===== src/rtl/pws_pkg.sv =====
// Shared constants and types for the program word serializer.
// Assumes the receiver recognises four ones in a row as its framing marker.
package pws_pkg;
    localparam int PROG_W    = 22;
    localparam int CTRL_W    = 8;
    localparam int MARK_W    = 6;
    localparam logic [MARK_W-1:0] MARK_BITS = 6'b011110;
    localparam int RUN_LIMIT = 3;
    localparam int RUN_W     = $clog2(RUN_LIMIT + 1);
    localparam int LEN_W     = $clog2(PROG_W + 1);
    localparam int MCNT_W    = $clog2(MARK_W + 1);
    localparam int DIV_W     = 8;
    localparam int CODE_W    = 7;
    localparam int IDX_W     = 4;
    localparam int MUX_W     = 3;
    localparam int P_MIN     = 4;
    localparam int P_MAX     = 130;
    localparam int Q_MIN     = 3;
    localparam int Q_MAX     = 129;
    localparam int P_OFS     = 3;
    localparam int Q_OFS     = 2;

    typedef enum logic [1:0] {
        ST_IDLE,
        ST_STEP,
        ST_LOW,
        ST_HIGH
    } ser_state_t;
endpackage


===== src/rtl/pws_word_pack.sv =====
// Builds the 22-bit program word from divider values and checks their range.
// Purely combinational; assumes P and Q are unsigned binary.
module pws_word_pack
    import pws_pkg::*;
(
    input  logic [DIV_W-1:0]  p_val,
    input  logic [DIV_W-1:0]  q_val,
    input  logic [IDX_W-1:0]  idx_val,
    input  logic [MUX_W-1:0]  mux_val,
    input  logic              duty_val,
    output logic [PROG_W-1:0] word,
    output logic              word_ok
);
    logic [CODE_W-1:0] p_code;
    logic [CODE_W-1:0] q_code;

    // Offset the divider values into counter codes and concatenate the fields.
    always_comb begin
        p_code  = p_val[CODE_W-1:0] - CODE_W'(P_OFS);
        q_code  = q_val[CODE_W-1:0] - CODE_W'(Q_OFS);
        word    = {p_code, duty_val, mux_val, q_code, idx_val};
        word_ok = (p_val >= DIV_W'(P_MIN)) && (p_val <= DIV_W'(P_MAX)) &&
                  (q_val >= DIV_W'(Q_MIN)) && (q_val <= DIV_W'(Q_MAX));
    end
endmodule


===== src/rtl/pws_stuffer.sv =====
// Bit source for one transfer: payload LSB first with zero insertion after
// every RUN_LIMIT ones, then an optional unstuffed marker.
// Assumes adv is only raised when the caller consumes bit_o.
module pws_stuffer
    import pws_pkg::*;
(
    input  logic              clk,
    input  logic              rst_n,
    input  logic              load,
    input  logic [PROG_W-1:0] load_word,
    input  logic [LEN_W-1:0]  load_len,
    input  logic              load_mark,
    input  logic              adv,
    output logic              bit_o,
    output logic              more_o
);
    logic [PROG_W-1:0] pay_sh;
    logic [LEN_W-1:0]  pay_rem;
    logic [RUN_W-1:0]  run;
    logic [MARK_W-1:0] mk_sh;
    logic [MCNT_W-1:0] mk_rem;
    logic              do_stuff;
    logic              do_pay;
    logic              do_mark;

    // Pick the next bit: pending stuff zero, then payload, then marker.
    always_comb begin
        do_stuff = (run == RUN_W'(RUN_LIMIT));
        do_pay   = !do_stuff && (pay_rem != '0);
        do_mark  = !do_stuff && (pay_rem == '0) && (mk_rem != '0);
        more_o   = do_stuff || do_pay || do_mark;
        bit_o    = do_pay ? pay_sh[0] : (do_mark ? mk_sh[0] : 1'b0);
    end

    // Advance the payload, run counter and marker state.
    always_ff @(posedge clk) begin
        if (!rst_n) begin
            pay_sh  <= '0;
            pay_rem <= '0;
            run     <= '0;
            mk_sh   <= '0;
            mk_rem  <= '0;
        end else if (load) begin
            pay_sh  <= load_word;
            pay_rem <= load_len;
            run     <= '0;
            mk_sh   <= MARK_BITS;
            mk_rem  <= load_mark ? MCNT_W'(MARK_W) : '0;
        end else if (adv) begin
            if (do_stuff) begin
                run <= '0;
            end else if (do_pay) begin
                pay_sh  <= pay_sh >> 1;
                pay_rem <= pay_rem - LEN_W'(1);
                run     <= pay_sh[0] ? run + RUN_W'(1) : '0;
            end else if (do_mark) begin
                mk_sh  <= mk_sh >> 1;
                mk_rem <= mk_rem - MCNT_W'(1);
            end
        end
    end
endmodule


===== src/rtl/pws_phase_timer.sv =====
// Down counter timing one sclk phase; zero is high once the count is spent.
// Assumes load is given on the last cycle of the previous phase.
module pws_phase_timer #(
    parameter int W = 8
) (
    input  logic         clk,
    input  logic         rst_n,
    input  logic         load,
    input  logic [W-1:0] val,
    output logic         zero
);
    logic [W-1:0] cnt;

    // Reload on request, otherwise count down to zero and hold.
    always_ff @(posedge clk) begin
        if (!rst_n)           cnt <= '0;
        else if (load)        cnt <= val;
        else if (cnt != '0)   cnt <= cnt - W'(1);
    end

    assign zero = (cnt == '0);
endmodule


===== src/rtl/pll_word_serializer.sv =====
// Top of the serializer: accepts program or control starts, sequences bits
// through the stuffer and shapes sclk from the phase timer.
// Assumes start strobes are synchronous to clk; program start has priority.
module pll_word_serializer
    import pws_pkg::*;
#(
    parameter int CNT_W = 8
) (
    input  logic             clk,
    input  logic             rst_n,
    input  logic             prog_start,
    input  logic             ctrl_start,
    input  logic [7:0]       p_val,
    input  logic [7:0]       q_val,
    input  logic [3:0]       idx_val,
    input  logic [2:0]       mux_val,
    input  logic             duty_val,
    input  logic [7:0]       ctrl_val,
    input  logic [CNT_W-1:0] hi_cnt,
    input  logic [CNT_W-1:0] lo_cnt,
    output logic             sclk,
    output logic             sdata,
    output logic             busy,
    output logic             done,
    output logic             err
);
    ser_state_t        st;
    logic [CNT_W-1:0]  hi_q;
    logic [CNT_W-1:0]  lo_q;
    logic [PROG_W-1:0] prog_word;
    logic              word_ok;
    logic              acc_prog;
    logic              acc_ctrl;
    logic              ld;
    logic [PROG_W-1:0] ld_word;
    logic [LEN_W-1:0]  ld_len;
    logic              adv;
    logic              nxt_bit;
    logic              more;
    logic              tmr_load;
    logic [CNT_W-1:0]  tmr_val;
    logic              tmr_zero;

    pws_word_pack u_pack (
        .p_val    (p_val),
        .q_val    (q_val),
        .idx_val  (idx_val),
        .mux_val  (mux_val),
        .duty_val (duty_val),
        .word     (prog_word),
        .word_ok  (word_ok)
    );

    pws_stuffer u_stuff (
        .clk       (clk),
        .rst_n     (rst_n),
        .load      (ld),
        .load_word (ld_word),
        .load_len  (ld_len),
        .load_mark (acc_ctrl),
        .adv       (adv),
        .bit_o     (nxt_bit),
        .more_o    (more)
    );

    pws_phase_timer #(.W(CNT_W)) u_tmr (
        .clk   (clk),
        .rst_n (rst_n),
        .load  (tmr_load),
        .val   (tmr_val),
        .zero  (tmr_zero)
    );

    // Decide acceptance, payload selection and timer reloads.
    always_comb begin
        acc_prog = (st == ST_IDLE) && prog_start && word_ok;
        acc_ctrl = (st == ST_IDLE) && !prog_start && ctrl_start;
        ld       = acc_prog || acc_ctrl;
        ld_word  = acc_prog ? prog_word : {{(PROG_W-CTRL_W){1'b0}}, ctrl_val};
        ld_len   = acc_prog ? LEN_W'(PROG_W) : LEN_W'(CTRL_W);
        adv      = (st == ST_STEP);
        tmr_load = ((st == ST_STEP) && more) || ((st == ST_LOW) && tmr_zero);
        tmr_val  = (st == ST_STEP) ? lo_q : hi_q;
    end

    // Transfer state machine driving sclk, sdata and the status pulses.
    always_ff @(posedge clk) begin
        if (!rst_n) begin
            st    <= ST_IDLE;
            sclk  <= 1'b0;
            sdata <= 1'b0;
            done  <= 1'b0;
            err   <= 1'b0;
            hi_q  <= '0;
            lo_q  <= '0;
        end else begin
            done <= 1'b0;
            err  <= 1'b0;
            unique case (st)
                ST_IDLE: begin
                    if (ld) begin
                        hi_q <= hi_cnt;
                        lo_q <= lo_cnt;
                        st   <= ST_STEP;
                    end else if (prog_start) begin
                        err <= 1'b1;
                    end
                end
                ST_STEP: begin
                    if (more) begin
                        sdata <= nxt_bit;
                        st    <= ST_LOW;
                    end else begin
                        sdata <= 1'b0;
                        done  <= 1'b1;
                        st    <= ST_IDLE;
                    end
                end
                ST_LOW: begin
                    if (tmr_zero) begin
                        sclk <= 1'b1;
                        st   <= ST_HIGH;
                    end
                end
                ST_HIGH: begin
                    if (tmr_zero) begin
                        sclk <= 1'b0;
                        st   <= ST_STEP;
                    end
                end
                default: st <= ST_IDLE;
            endcase
        end
    end

    assign busy = (st != ST_IDLE);
endmodule


===== config.mk =====
export PLATFORM = sky130hd
export DESIGN_NAME = pll_word_serializer
export DESIGN_NICKNAME = d
export VERILOG_FILES = /design/src/rtl/pws_pkg.sv /design/src/rtl/pws_word_pack.sv /design/src/rtl/pws_stuffer.sv /design/src/rtl/pws_phase_timer.sv /design/src/rtl/pll_word_serializer.sv
export SDC_FILE = /design/constraint.sdc
export NUM_CORES = 1
export LEC_CHECK = 0
export CAP_MARGIN = 25
export CORE_AREA = 4 4 92 94
export DETAILED_ROUTE_END_ITERATION = 7
export DIE_AREA = 0 0 96 98
export PLACE_DENSITY = 0.75
export SYNTH_ARGS = -nofsm -noshare
export SYNTH_HDL_FRONTEND = slang
export SYNTH_SLANG_ARGS = --single-unit

===== constraint.sdc =====
create_clock -name clk -period 2.35 [get_ports clk]
set_input_delay 0.3525 -clock clk [delete_from_list [all_inputs] [get_ports clk]]
set_output_delay 0.3525 -clock clk [all_outputs]
set_load 0.02 [all_outputs]

After elaboration in Yosys (flattened, before gate mapping). Index checks and enable logic that the tools add are counted.

Register bits after elaboration: 67. Bits in latches: 0. Memory bits (writable): 0. Bits in read-only memories: 0. Input bits: 52. Output and inout port bits: 5. Logic and storage cells: 118. Memories: 0.

Add/sub/neg operators: 6. $mul: 0. Div/mod/pow operators: 0. $lt $le $gt $ge: 4. Equal/unequal tests: 9. Shifts and indexed selects: 0. Muxes and demuxes: 40. Bitwise gates (word level): 4. Reductions and logical operators: 41.

Operators with widths (count): 22-bit two-way mux (5); 5-bit two-way mux (10); 8-bit two-way mux (3); 3-bit two-way mux (6); 8-bit less-or-equal comparator, second input constant (2); 2-bit two-way mux (7); 2-bit nonzero test (7); 7-bit by 2-bit subtractor with 7-bit output, second input constant (2); 1-bit logical AND (12); 2-bit != test, second input constant (5); 3-bit AND reduction (3); 8-bit by 2-bit >= comparator with 1-bit output, second input constant (1); 8-bit by 3-bit >= comparator with 1-bit output, second input constant (1); 8-bit logical NOT (1); 2-bit one-hot mux with 4 select lines (1); 4-bit AND reduction (2); 8-bit nonzero test (1); 8-bit by 1-bit subtractor with 8-bit output, second input constant (1); 1-bit two-way mux (7); 2-bit equality test, second input constant (3); 2-bit AND reduction (3); 5-bit logical NOT (1); 5-bit nonzero test (1); 5-bit by 1-bit subtractor with 5-bit output, second input constant (1); other kinds (11) (18).

Logic depth before layout (Yosys ltp).
Depth after elaboration: 9. Depth in mapped cells: 9. Gate-level depth less buffers: 8.

By module. From an unflattened synthesis, not the netlist that was laid out.

Cells, all modules: 477. Area, all modules: 3931.3 um^2.

Modules (own cells, without submodules): pws_stuffer (instances 1, cells an instance 221, area each 1781.7 um^2, seq. area each 740.7 um^2); pll_word_serializer (instances 1, cells an instance 161, area each 1378.8 um^2, seq. area each 440.4 um^2); pws_phase_timer (instances 1, cells an instance 51, area each 457.9 um^2, seq. area each 160.2 um^2); pws_word_pack (instances 1, cells an instance 44, area each 312.8 um^2, seq. area each 0.0 um^2).

Least setup slack after synthesis. Ideal clock, no wire load.

Path type: input-to-reg. Start point: input port p_val[2]. End point: register u_stuff.pay_sh[7]. Setup time: 0.135 ns. Arrival: 1.962 ns. Required time: 2.215 ns. Setup slack: 0.253 ns. Stages: 6. Path buffers: 1. Cell sequence: or4_4 nor2_4 mux2_4 o211ai_1 clkbuf_1 o211ai_1.

Longest elaborated chain between the ends: 8. Elaborated cells on any way between the ends: 13. Those cells by class: 2 x order compare; 1 x eq/ne; 2 x mux; 8 x reduce/logical.

Ends and longest elaborated chain: from (decl) (RTL line pll_word_serializer.sv:13) `input logic [7:0] p_val,`; 8-bit by 3-bit >= comparator with 1-bit output / 8-bit less-or-equal comparator (equally long branches) (RTL line pws_word_pack.sv:22) `word_ok = (p_val >= DIV_W'(P_MIN)) && (p_val <= DIV_W'(P_MAX)) &&`; 1-bit logical AND * (2 in series) (RTL line pws_word_pack.sv:22); 1-bit logical AND * (RTL line pws_word_pack.sv:23) `(q_val >= DIV_W'(Q_MIN)) && (q_val <= DIV_W'(Q_MAX));`; 1-bit logical AND * (RTL line pll_word_serializer.sv:76) `acc_prog = (st == ST_IDLE) && prog_start && word_ok;`; 1-bit logical OR (RTL line pll_word_serializer.sv:78) `ld = acc_prog || acc_ctrl;`; 2-bit != test (no source line) / 2-bit nonzero test (equally long branches); 3-bit AND reduction (no source line); to (signal assigned) (RTL line pws_stuffer.sv:44) `pay_sh <= load_word;`; to (signal assigned) (RTL line pws_stuffer.sv:53) `pay_sh <= pay_sh >> 1;`; to (decl) (RTL line pws_stuffer.sv:17) `logic [PROG_W-1:0] pay_sh;`.

Mark *: on every way between the ends. The rest lies on a longest branch, timed or not. A chain may end at the register's enable or synchronous reset.

Worst setup path after layout.
Start point: register st[0]. End point: output port busy.

Longest elaborated chain between the ends: 1.

Ends and longest elaborated chain: from (decl) (RTL line pll_word_serializer.sv:27) `ser_state_t st;`; from (signal assigned) (RTL line pll_word_serializer.sv:89) `st <= ST_IDLE;`; from (signal assigned) (RTL line pll_word_serializer.sv:104) `st <= ST_STEP;`; from (signal assigned) (RTL line pll_word_serializer.sv:112) `st <= ST_LOW;`; 2-bit nonzero test (RTL line pll_word_serializer.sv:136) `assign busy = (st != ST_IDLE);`; to (decl) (RTL line pll_word_serializer.sv:23) `output logic busy,`.

No other way between the ends.

==> summary.txt <==
Yosys
  • Register bit count reported by yosys: 67
  • Post-synthesis instance area: 3721 sq um
  • Sequential area share after synthesis: 36.05%
  • Average footprint of a synthesized cell: 8.694 sq um
  • Synth warn: 0
  • Most used flip-flop cell after synthesis: sky130_fd_sc_hd__dfxtp_1
  • Nets in the synthesized netlist: 495
  • Distinct cell type count of the synthesized netlist: 59
  • Synthesized instance count: 428
  • Count of flip-flops with a built-in enable after synthesis: 0
  • Share of async-settable or async-resettable flops after synthesis: 0%

Placement
  • Final weighted congestion of routability-driven global placement: 0.9059
  • Post-placement cell area: 4688 sq um
  • Total placed cells including tap cells: 606
  • HPWL after DPL: 6.955 mm
  • PortBufs: 56

Clocking
  • Clk sink count: 67
  • Buffers inserted by post-CTS timing repair: 0
  • Root Driver: sky130_fd_sc_hd__clkbuf_8
  • CTS-repair resized insts: 0
  • # hold bufs at CTS: 0
  • Number of H-tree levels: 3
  • Clock tree from TritonCTS: done
  • Clock tree buffer depth: 2
  • Clock buffer count from CTS: 9
  • Clock latency of the later-clocked register in the worst-skew pair: 0.34 ns
  • Clock transition at the registers of the reported paths: 0.07 ns

Worst hold path
  • Worst hold path endpoint: u_stuff.pay_sh[6]
  • Number of stages on the worst hold path: 2
  • Worst hold path type: primary input to register
  • Worst Hold Launch: rst_n

Setup path
  • Arrival time reported for the critical path endpoint: 1.88 ns
  • Top fanout value on the critical path: 6
  • Slowest CP cell: sky130_fd_sc_hd__clkdlybuf4s50_1
  • Category of the worst setup path launch point: register
  • Maximum single-stage delay on the critical path: 0.59 ns
  • Cell occurring most often along the worst timing path: sky130_fd_sc_hd__inv_1
  • Reg2reg start: u_stuff.pay_rem[0]
  • Sort of element at the end of the critical path: output port
  • Critical path cell sequence: inv_1 > ha_1 > buf_4 > inv_1 > clkdlybuf4s50_1
  • Required arrival time at the worst endpoint: 2.00 ns
  • Worst reg2reg path depth: 8
  • Reg2Reg Setup Slack: 0.15 ns
  • Crit Path Class: register to output port
  • RR Endpoint: u_stuff.pay_sh[6]

Timing
  • Pins over their slew limit: 0
  • Setup repair after global routing missed its margin: no
  • Worst Max-Slew Pin Slew: 0.6166 ns
  • Clock skew after layout: 0.006960 ns
  • Number of failing setup endpoints in the final timing report: 0
  • Share of the clock period used by the worst path after layout: 94.87%
  • Normalized max-slew margin: 58.74%
  • Final Hold Violating Endpoints: 0
  • Fmax: 448.5 MHz
  • Final min period: 2.230 ns

Power
  • P_int: 2.755 mW
  • Fraction of power spent switching nets: 36.54%
  • Seq pwr share: 36.2%
  • Worst vdd rail ir drop: 0.0003811 V
  • Switching Power: 1.586 mW
  • Total power: 4.341 mW
  • Power share of the clock group: 19.4%
  • Combinational group share of total power: 44.4%
  • Reported leakage power: 1.983 nW
  • Power Dens Cells: 892.6 nW/um^2

Final layout
  • Share of the core filled with cells in the final layout: 63.60%
  • Count of nets after finishing: 582
  • Number of antenna repair diodes: 0
  • Area Growth Syn to Fin: 30.70%
  • Layout cells sized above 1: 17.18%
  • Most common library cell in the layout ignoring fill and taps: sky130_fd_sc_hd__dfxtp_1
  • Highest-count cells in the layout ignoring fill and taps: sky130_fd_sc_hd__dfxtp_1 (67), sky130_fd_sc_hd__clkdlybuf4s50_1 (55), sky130_fd_sc_hd__nand2_1 (54), sky130_fd_sc_hd__buf_4 (47), sky130_fd_sc_hd__mux2i_1 (29)
  • Post-route non-filler standard cell count: 620
  • Post-route cell area: 4863 sq um

Detailed routing
  • Antenna Nets Post-Route: 0
  • Per-cell routed wire length: 14.86 microns
  • Per-cell via count in the routed design: 5.568
  • # DRC: 0
  • Number of violations reported at the end of detailed-routing iteration 0: 251
  • Via count: 3452
  • Detailed-router iteration count before antenna repair: 4
  • Wirelength, routed: 9.212 mm

Global routing
  • Overflow after GRT: 0
  • Wire length of the first global-routing pass: 15.64 mm
  • Antenna violations before repair: 0
  • Number of global-route vias before repair: 3293
  • Maximum number of pins on one net before global-route repair: 53
  • Combined global-route utilization of all metal layers: 20.72%

Die
  • Overall die width: 96 microns
  • Core Area: 7647 sq um
  • Initial core utilization: 48.66%
  • Number of placement rows: 32
  • I/O pin count: 57
  • Die extent in y: 98 microns
  • Die area: 9408 sq um

Run status
  • Result of the run: finished, final reports clean

Run
  • Number of max-cap violations: 0
-- metal layers --
layer	routed length, microns	vias to the layer above	track usage (%)
met2	4333	85	31.07
li1	-	1729	-
met4	155	0	7.330
met3	464	15	4.083
met1	4259	1623	29.37
met5	0	-	0
-- synth_stat cells, drive strengths merged, types with 2 or more instances --
| cell type | count | area, sq um |
|---|---|---|
| dfxtp | 67 | 1341 |
| nand2 | 55 | 206.5 |
| mux2i | 30 | 304.0 |
| nor2 | 28 | 112.6 |
| a21oi | 21 | 112.6 |
| clkbuf | 20 | 75.07 |
| inv | 17 | 63.81 |
| nor3 | 16 | 80.08 |
| a211oi | 15 | 112.6 |
| ha | 15 | 187.7 |
| xnor2 | 15 | 131.4 |
| o21ai | 11 | 66.32 |
| buf | 10 | 60.05 |
| nand4 | 9 | 56.30 |
| nor4 | 9 | 56.30 |
| a2bb2oi | 7 | 61.31 |
| and3 | 7 | 43.79 |
| o221ai | 7 | 61.31 |
| o221a | 6 | 67.56 |
| nand3 | 5 | 25.02 |
| o211ai | 5 | 37.54 |
| o22a | 5 | 43.79 |
| mux2 | 4 | 52.55 |
| xor2 | 4 | 35.03 |
| and2 | 3 | 18.77 |
| nand2b | 3 | 18.77 |
| nor3b | 3 | 22.52 |
| a221oi | 2 | 17.52 |
| a31oi | 2 | 12.51 |
| nor2b | 2 | 12.51 |
| nor4b | 2 | 17.52 |
| o21a | 2 | 15.01 |
| o31a | 2 | 17.52 |
| o31ai | 2 | 28.78 |
| o32ai | 2 | 17.52 |
| or2 | 2 | 12.51 |
| or4 | 2 | 18.77 |
-- kinds of logic after synthesis --
| kind of cell | share of synthesized area [%] |
|---|---|
| and+or+nand+nor | 19.60 |
| muxes | 9.583 |
| xor gates and xnor gates | 4.472 |
| AOI/OAI and AO/OA | 19.91 |
| buffers and inverters | 5.346 |
| DFF | 36.05 |
| adders and majority gates | 5.044 |
-- critical path, delay by kind of cell (launching register included) --
kind	cells	cell delay [ns]
fa+ha+maj	1	0.23
flops	1	0.41
buf+inv	4	0.90
-- state kept, by name, summed over array words and instances, names as in the netlist --
name / flops
done: 1
err: 1
hi_q: 8
lo_q: 8
sclk: 1
sdata: 1
st: 2
u_stuff.mk_rem: 3
u_stuff.mk_sh: 5
u_stuff.pay_rem: 5
u_stuff.pay_sh: 22
u_stuff.run: 2
u_tmr.cnt: 8
-- through the flow --
stage | hold slack [ns] | setup WS, ns | TNS (ns)
2_1_floorplan | 0.4345 | 0.2532 | 0
3_3_place_gp | 0.4431 | -0.1683 | -5.615
3_5_place_dp | 0.4539 | -0.2180 | -8.036
4_1_cts | 0.4036 | 0.1002 | 0
5_1_grt | 0.4235 | 0.01012 | 0
6_report | 0.4209 | 0.1205 | 0
-- worst max path at each step --
| stage | start | end | slack (ns) | depth (start not counted) |
|---|---|---|---|---|
| finish | st[0] | busy | 0.12 | 5 |
| global route | st[0] | busy | 0.01 | 5 |
| CTS | st[0] | busy | 0.10 | 5 |
| detailed placement | p_val[2] | u_stuff.pay_sh[12] | -0.22 | 7 |
| global placement | p_val[2] | u_stuff.pay_sh[6] | -0.17 | 7 |
| floorplan | p_val[2] | u_stuff.pay_sh[7] | 0.25 | 6 |
-- power groups by stage --
stage	sequential [mW]	clock, mW	combinational, mW
global route	1.60	0.905	2.13
finish	1.57	0.841	1.93
global placement	1.58	0	1.85
detailed placement	1.59	0	1.91
floorplan	1.55	0	1.34
CTS	1.57	0.857	1.91
-- final cells by class --
class                   instances  area [sq um]
clock buffers                  11         151.4
multi-input cells             314          2196
repair buffers                106         968.4
inverters                      17         63.81
clock inverters                 3         15.01
flip-flops and latches         67          1341
well taps                     102         127.6
fillers                       620          2784
No activity file was read; power rests on OpenSTA's default activity.
